## src/rtl/resv_pkg.sv

```systemverilog
package resv_pkg;
    typedef enum logic {
        RSV_IDLE = 1'b0,
        RSV_HELD = 1'b1
    } resv_state_e;
endpackage

```

## src/rtl/resv_gran_cmp.sv

```systemverilog
module resv_gran_cmp #(
    parameter int ADDR_W   = 32,
    parameter int GRAN_LSB = 6
) (
    input  logic [ADDR_W-1:0]          addr,
    input  logic [ADDR_W-GRAN_LSB-1:0] tag,
    output logic                       hit
);
    localparam int TAG_W = ADDR_W - GRAN_LSB;

    logic [TAG_W-1:0] addr_tag;

    always_comb begin
        addr_tag = addr[ADDR_W-1:GRAN_LSB];
        hit      = (addr_tag == tag);
    end
endmodule

```

## src/rtl/resv_fsm.sv

```systemverilog
module resv_fsm
    import resv_pkg::*;
#(
    parameter int TAG_W = 26
) (
    input  logic             clk,
    input  logic             rst,
    input  logic             ll_valid,
    input  logic [TAG_W-1:0] ll_tag,
    input  logic             sc_valid,
    input  logic             snoop_hit,
    input  logic             irq_clear,
    output logic             held,
    output logic [TAG_W-1:0] tag_q
);
    resv_state_e      state, state_nxt;
    logic [TAG_W-1:0] tag_nxt;

    // state register
    always_ff @(posedge clk) begin
        if (rst) begin
            state <= RSV_IDLE;
            tag_q <= '0;
        end else begin
            state <= state_nxt;
            tag_q <= tag_nxt;
        end
    end

    // next-state logic
    always_comb begin
        state_nxt = state;
        tag_nxt   = tag_q;
        unique case (state)
            RSV_IDLE: begin
                if (ll_valid && !irq_clear) begin
                    state_nxt = RSV_HELD;   // arm
                    tag_nxt   = ll_tag;
                end
            end
            RSV_HELD: begin
                if (irq_clear) begin
                    state_nxt = RSV_IDLE;   // flush
                end else if (ll_valid) begin
                    state_nxt = RSV_HELD;   // re-arm
                    tag_nxt   = ll_tag;
                end else if (sc_valid || snoop_hit) begin
                    state_nxt = RSV_IDLE;   // consume or kill
                end
            end
            default: state_nxt = RSV_IDLE;
        endcase
    end

    // outputs
    always_comb begin
        held = (state == RSV_HELD);
    end

    assert_irq_clears_R6: assert property (@(posedge clk) disable iff (rst)
        irq_clear |=> state == RSV_IDLE);

    assert_sc_clears_R4: assert property (@(posedge clk) disable iff (rst)
        (sc_valid && !ll_valid) |=> state == RSV_IDLE);

    assert_snoop_kills_R3: assert property (@(posedge clk) disable iff (rst)
        (held && snoop_hit && !ll_valid) |=> state == RSV_IDLE);

    assert_ll_arms_R8: assert property (@(posedge clk) disable iff (rst)
        (ll_valid && !irq_clear) |=> (state == RSV_HELD && tag_q == $past(ll_tag)));
endmodule

```

## src/rtl/resv_resp.sv

```systemverilog
module resv_resp (
    input  logic clk,
    input  logic rst,
    input  logic sc_valid,
    input  logic sc_pass,
    output logic sc_resp_valid,
    output logic sc_success
);
    always_ff @(posedge clk) begin
        if (rst) begin
            sc_resp_valid <= 1'b0;
            sc_success    <= 1'b0;
        end else begin
            sc_resp_valid <= sc_valid;
            sc_success    <= sc_valid && sc_pass;
        end
    end

    assert_pass_has_resp_R2: assert property (@(posedge clk) disable iff (rst)
        sc_success |-> sc_resp_valid);
endmodule

```

## src/rtl/resv_monitor.sv

```systemverilog
module resv_monitor #(
    parameter int ADDR_W     = 32,
    parameter int GRAN_BYTES = 64
) (
    input  logic              clk,
    input  logic              rst,
    input  logic              ll_valid,
    input  logic [ADDR_W-1:0] ll_addr,
    input  logic              sc_valid,
    input  logic [ADDR_W-1:0] sc_addr,
    input  logic              snoop_wr_valid,
    input  logic [ADDR_W-1:0] snoop_wr_addr,
    input  logic              irq_clear,
    output logic              sc_resp_valid,
    output logic              sc_success
);
    localparam int GRAN_LSB = $clog2(GRAN_BYTES);
    localparam int TAG_W    = ADDR_W - GRAN_LSB;
    localparam int N_PROBE  = 2;   // 0: snooped write, 1: store-conditional

    logic [TAG_W-1:0]  tag_q;
    logic [TAG_W-1:0]  ll_tag;
    logic              held;
    logic [ADDR_W-1:0] probe_addr [N_PROBE];
    logic [N_PROBE-1:0] probe_hit;
    logic              snoop_hit;
    logic              sc_pass;

    always_comb begin
        ll_tag        = ll_addr[ADDR_W-1:GRAN_LSB];
        probe_addr[0] = snoop_wr_addr;
        probe_addr[1] = sc_addr;
    end

    for (genvar p = 0; p < N_PROBE; p++) begin : g_probe
        resv_gran_cmp #(
            .ADDR_W  (ADDR_W),
            .GRAN_LSB(GRAN_LSB)
        ) u_cmp (
            .addr(probe_addr[p]),
            .tag (tag_q),
            .hit (probe_hit[p])
        );
    end

    always_comb begin
        snoop_hit = snoop_wr_valid && probe_hit[0];
        sc_pass   = held && probe_hit[1] && !snoop_hit && !irq_clear;
    end

    resv_fsm #(.TAG_W(TAG_W)) u_fsm (
        .clk      (clk),
        .rst      (rst),
        .ll_valid (ll_valid),
        .ll_tag   (ll_tag),
        .sc_valid (sc_valid),
        .snoop_hit(snoop_hit),
        .irq_clear(irq_clear),
        .held     (held),
        .tag_q    (tag_q)
    );

    resv_resp u_resp (
        .clk          (clk),
        .rst          (rst),
        .sc_valid     (sc_valid),
        .sc_pass      (sc_pass),
        .sc_resp_valid(sc_resp_valid),
        .sc_success   (sc_success)
    );

    assert_collision_fails_R7: assert property (@(posedge clk) disable iff (rst)
        (sc_valid && snoop_wr_valid && probe_hit[0]) |=> !sc_success);

    assert_irq_blocks_sc_R9: assert property (@(posedge clk) disable iff (rst)
        (sc_valid && irq_clear) |=> !sc_success);

    assert_pass_needs_resv_R2: assert property (@(posedge clk) disable iff (rst)
        sc_success |-> $past(held));
endmodule

```

## config.mk

```make
export PLATFORM = sky130hd
export DESIGN_NAME = resv_monitor
export DESIGN_NICKNAME = d
export VERILOG_FILES = /design/src/rtl/resv_pkg.sv /design/src/rtl/resv_gran_cmp.sv /design/src/rtl/resv_fsm.sv /design/src/rtl/resv_resp.sv /design/src/rtl/resv_monitor.sv
export SDC_FILE = /design/constraint.sdc
export NUM_CORES = 1
export LEC_CHECK = 0
export BUFFER_PORTS_ARGS = -buffer_cell sky130_fd_sc_hd__buf_2
export CAP_MARGIN = 20
export CORE_MARGIN = 5
export CORE_UTILIZATION = 41
export DETAILED_ROUTE_END_ITERATION = 10
export GPL_TIMING_DRIVEN = 1
export PLACE_DENSITY = 0.79
export SYNTH_ARGS = -nofsm -noshare
export SYNTH_HDL_FRONTEND = slang
export SYNTH_SLANG_ARGS = --single-unit
```

## constraint.sdc

```tcl
create_clock -name clk -period 2.26 [get_ports clk]
set_input_delay 0.226 -clock clk [delete_from_list [all_inputs] [get_ports clk]]
set_output_delay 0.226 -clock clk [all_outputs]
set_load 0.1 [all_outputs]
```

======== Word level (Yosys, flattened, before mapping) ========
Index checks and enable logic that the tools add are counted.
operators by class
  eq/ne operators ......................... 5
  mux-type cells .......................... 9
  bitwise operators ....................... 1
  reductions and logical operators ........ 10
operator list
  kind                count
  $mux 26             3
  $eq 26x26->1        2
  $pmux 26 s2         1
  $logic_and 1x1->1   6
  $mux 1              4
  $ne 2x2->1 const B  2
  $reduce_and 3->1    1
  $logic_not 1->1     2
  $ne 2x1->1 const B  1
  $pmux 1 s2          1
  $logic_or 1x1->1    1
  $not 1->1           1
word-level totals
  register bits ........................... 29
  input bits .............................. 102
  word-level logic and storage cells ...... 29

======== Logic depth before layout (Yosys ltp) ========
  depth after elaboration ................. 7
  depth in mapped cells ................... 5
  gate-level depth less buffers ........... 5

======== Cells and area by module ========
A second synthesis with hierarchy kept.
unflattened totals
  cells, all modules ...................... 196
  area, all modules ....................... 1,759.2 µm²
by module, submodules not included
  module         instances  cells each  area an instance (µm²)  sequential area each (µm²)
  resv_fsm       1          119         1,106.1                 540.5
  resv_gran_cmp  2          35          287.8                   0.0
  resv_resp      1          4           55.1                    40.0
  resv_monitor   1          3           22.5                    0.0

======== Worst setup path after synthesis ========
Ideal clock, no wire load.
  path kind ............................... register to register
  from .................................... register u_fsm.tag_q[3]
  to ...................................... register u_fsm.state (netlist: u_fsm.held)
  arrival ................................. 1.503 ns
  data required time ...................... 2.122 ns
  path slack .............................. 0.620 ns
  stages on the path, launching flop included .. 6
  buffers on the path ..................... 0
  period minus slack after synthesis ...... 1.640 ns
  cells stage by stage .................... dfxtp_1 > xnor2_1 > nand4_1 > or4_1 > nor4_2 > o32ai_1
on the way
  cells in the longest elaborated chain, start to end .. 7
RTL lines
  what                    line                 text
  start, declared         resv_fsm.sv:14       output logic [TAG_W-1:0] tag_q
  start signal, assigned  resv_fsm.sv:26       tag_q <= tag_nxt;
  $eq 26x26->1            resv_gran_cmp.sv:15  hit = (addr_tag == tag);
  $logic_and 1x1->1       resv_monitor.sv:47   snoop_hit = snoop_wr_valid && probe_hit[0];
  $logic_or 1x1->1        resv_fsm.sv:47       end else if (sc_valid || snoop_hit) begin
  $mux 1                  resv_fsm.sv:47
  $mux 1                  resv_fsm.sv:44       end else if (ll_valid) begin
  $mux 1                  resv_fsm.sv:42       if (irq_clear) begin
  $pmux 1 s2              resv_fsm.sv:34       unique case (state)
  end signal, assigned    resv_fsm.sv:25       state <= state_nxt;
  end, declared           resv_fsm.sv:16       resv_state_e state, state_nxt;
No other way between the ends.
A chain may end at the register's enable or synchronous reset.

======== Final worst setup path ========
  from .................................... register u_fsm.tag_q[13]
  to ...................................... register u_fsm.state (netlist: u_fsm.held)
Same word-level chain as after synthesis.

==> impl_metrics.ini <==
[clock_tree]
root_buffer = clkbuf_8
cts_max_level = 2
cts_buffers = 5
cts_buffer_depth = 2
cts_setup_buffers = 0
path_clk_slew_ns = 0.06
cts_tree = yes
clk_latency_ns = 0.28
clkSinkCount = 29
cts_resized = 0
cts_hold_buffers = 0

[sta]
slew_headroom_pct = 64.0
tns_ns = 0
post-route-period-util_pct = 80.3
rsz0062_at_grt = no
final.min_clock_period_ns = 1.81
worst_slew_pin_slew_ns = 0.539
hold_violations = 0
fmax_mhz = 551
setup_viol = 0
drv_slew = 0
skew_ns = 0.00461

[global_route]
grt_pass1_wl_um = 6730
grt_overflow = 0
grt_use_total_pct = 16.7
grt_max_degree = 30
grt_pass1_vias = 1526
antenna_found_initial = 0

[place]
port_buffers = 85
hpwlAfterDp_um = 3460
place_inst = 319
globalplace.congestion = 0.774

[final_layout]
final_cells = 327
layout_commonest_cell = buf_2
drive_gt1_share_pct = 34.8
fillers = 363
diodes = 0
finalNetCount = 380
final_cell_mix = buf_2 (85), nand2_1 (53), xnor2_1 (41)
area_growth_pct = 36.7
final_util_pct = 58.0

[floorplan]
die_w_um = 71.5
die_h_um = 71.5
core_area_um2 = 3660
start_util_pct = 42.4
io_pins = 104
rows = 22
die_area_um2 = 5120

[setup_path]
start_kind = register
crit_fanout = 3
end_kind = register
worstSetupPathType = reg2reg
required_ns = 2.40
crit_arrival_ns = 1.95

[power]
power_density_nw_per_um2 = 590
power_frac_clock_pct = 37.1
internal-power_mw = 0.933
peakVddDrop_uv = 278
leakage_nw = 0.880
switching_power_mw = 0.319
p_sw_share_pct = 25.5
pwr-share-comb_pct = 18.3
power_frac_seq_pct = 44.6

[yosys]
ys_seq_elements = 29
post_synth_num_cell_types = 16
synth_area_um2 = 1550
syn_area_per_cell_um2 = 8.05
syn_nets = 295
yosysSeqAreaShare_pct = 37.4
syn_inst = 193
ys_warn_count = 0

[min_path]
hold_class = in2reg

[route]
drc_errors = 0
ant_nets = 0
viasPerCell = 4.74
finalWirelength_um = 4350
drt_first_iter_violations = 66
vias = 1550
drt_pass1_iterations = 4
wl_per_cell_um = 13.3

[run]
maxCapViolCount = 0

[outcome]
status = completed
cells in the mapped netlist:
master / n / area, um2
nor3_1: 2 / 10.0
xnor2_1: 41 / 359
a21oi_1: 26 / 130
nor2b_1: 2 / 12.5
o32ai_1: 1 / 8.76
clkbuf_1: 9 / 33.8
nor4_1: 3 / 18.8
nand4_1: 11 / 68.8
nor2_1: 1 / 3.75
nand3_1: 1 / 5.00
or4_1: 1 / 7.51
nor4_2: 1 / 12.5
xor2_1: 11 / 96.3
nand2_1: 53 / 199
nand2b_1: 1 / 6.26
dfxtp_1: 29 / 581
state kept, by name, summed over array words and instances, names as in the netlist:
register and count:
u_resp.sc_resp_valid 1, u_fsm.held 1, u_resp.sc_success 1, u_fsm.tag_q 26
worst max-delay path, cell delays in order, from the launching register on:
cell and delay (ns):
dfxtp_1 0.41, xnor2_1 0.15, nand4_1 0.11, or4_1 0.55, nor4_2 0.33, o32ai_1 0.12
layer usage:
metal	GRT usage (%)	up-vias	wire [um]
met5	0	-	0
met4	5.01	0	44
met3	6.31	4	506
met2	28.0	68	2000
met1	19.7	672	1800
li1	-	806	-
cell families (layout without fill, tap and decap cells):
logic type / after synthesis / after routing / synth area share, %
simple gates: 76 / 76 / 22.2
xor+xnor: 52 / 52 / 29.3
flops: 29 / 29 / 37.4
compound gates: 27 / 27 / 8.94
buf+inv: 9 / 95 / 2.18
cell type report:
| cell class | count | area (um2) | share of cell area, % |
|---|---|---|---|
| Multi-Input combinational cell | 155 | 941 | 44.3 |
| Sequential cell | 29 | 581 | 27.3 |
| Clock buffer | 7 | 96.3 | 4.54 |
| Timing Repair Buffer | 87 | 440 | 20.7 |
| Clock inverter | 1 | 5.00 | 0.236 |
| Tap cell | 48 | 60.1 | 2.83 |
metrics by stage:
stage          worst slack (ns)  total power, mW  instance area [um2]  hold WS, ns
4_1_cts                   0.431             1.27                 2120        0.174
5_1_grt                   0.327             1.31                 2120        0.186
3_5_place_dp              0.436            0.801                 2020        0.456
2_1_floorplan             0.620            0.692                 1550        0.343
6_report                  0.446             1.25                 2120        0.180
3_3_place_gp              0.472            0.795                 2020        0.446
final timing paths:
| kind | from | end | slack (ns) | cells past startpoint |
|---|---|---|---|---|
| hold reg to reg | u_fsm.held | u_resp.sc_success | 0.47 | 2 |
| setup / recovery | u_fsm.tag_q[13] | u_fsm.held | 0.45 | 5 |
| hold / removal | ll_addr[8] | u_fsm.tag_q[2] | 0.18 | 3 |
| setup reg to reg | u_fsm.tag_q[13] | u_fsm.held | 0.45 | 5 |
power by group through the flow:
stage | sequential [mW] | combinational, mW | clock, mW
finish | 0.558 | 0.229 | 0.465
detailed placement | 0.570 | 0.231 | 0
global placement | 0.568 | 0.227 | 0
CTS | 0.558 | 0.233 | 0.480
global route | 0.561 | 0.255 | 0.499
floorplan | 0.572 | 0.120 | 0
Note: power is estimated with default switching activity, not from simulation.
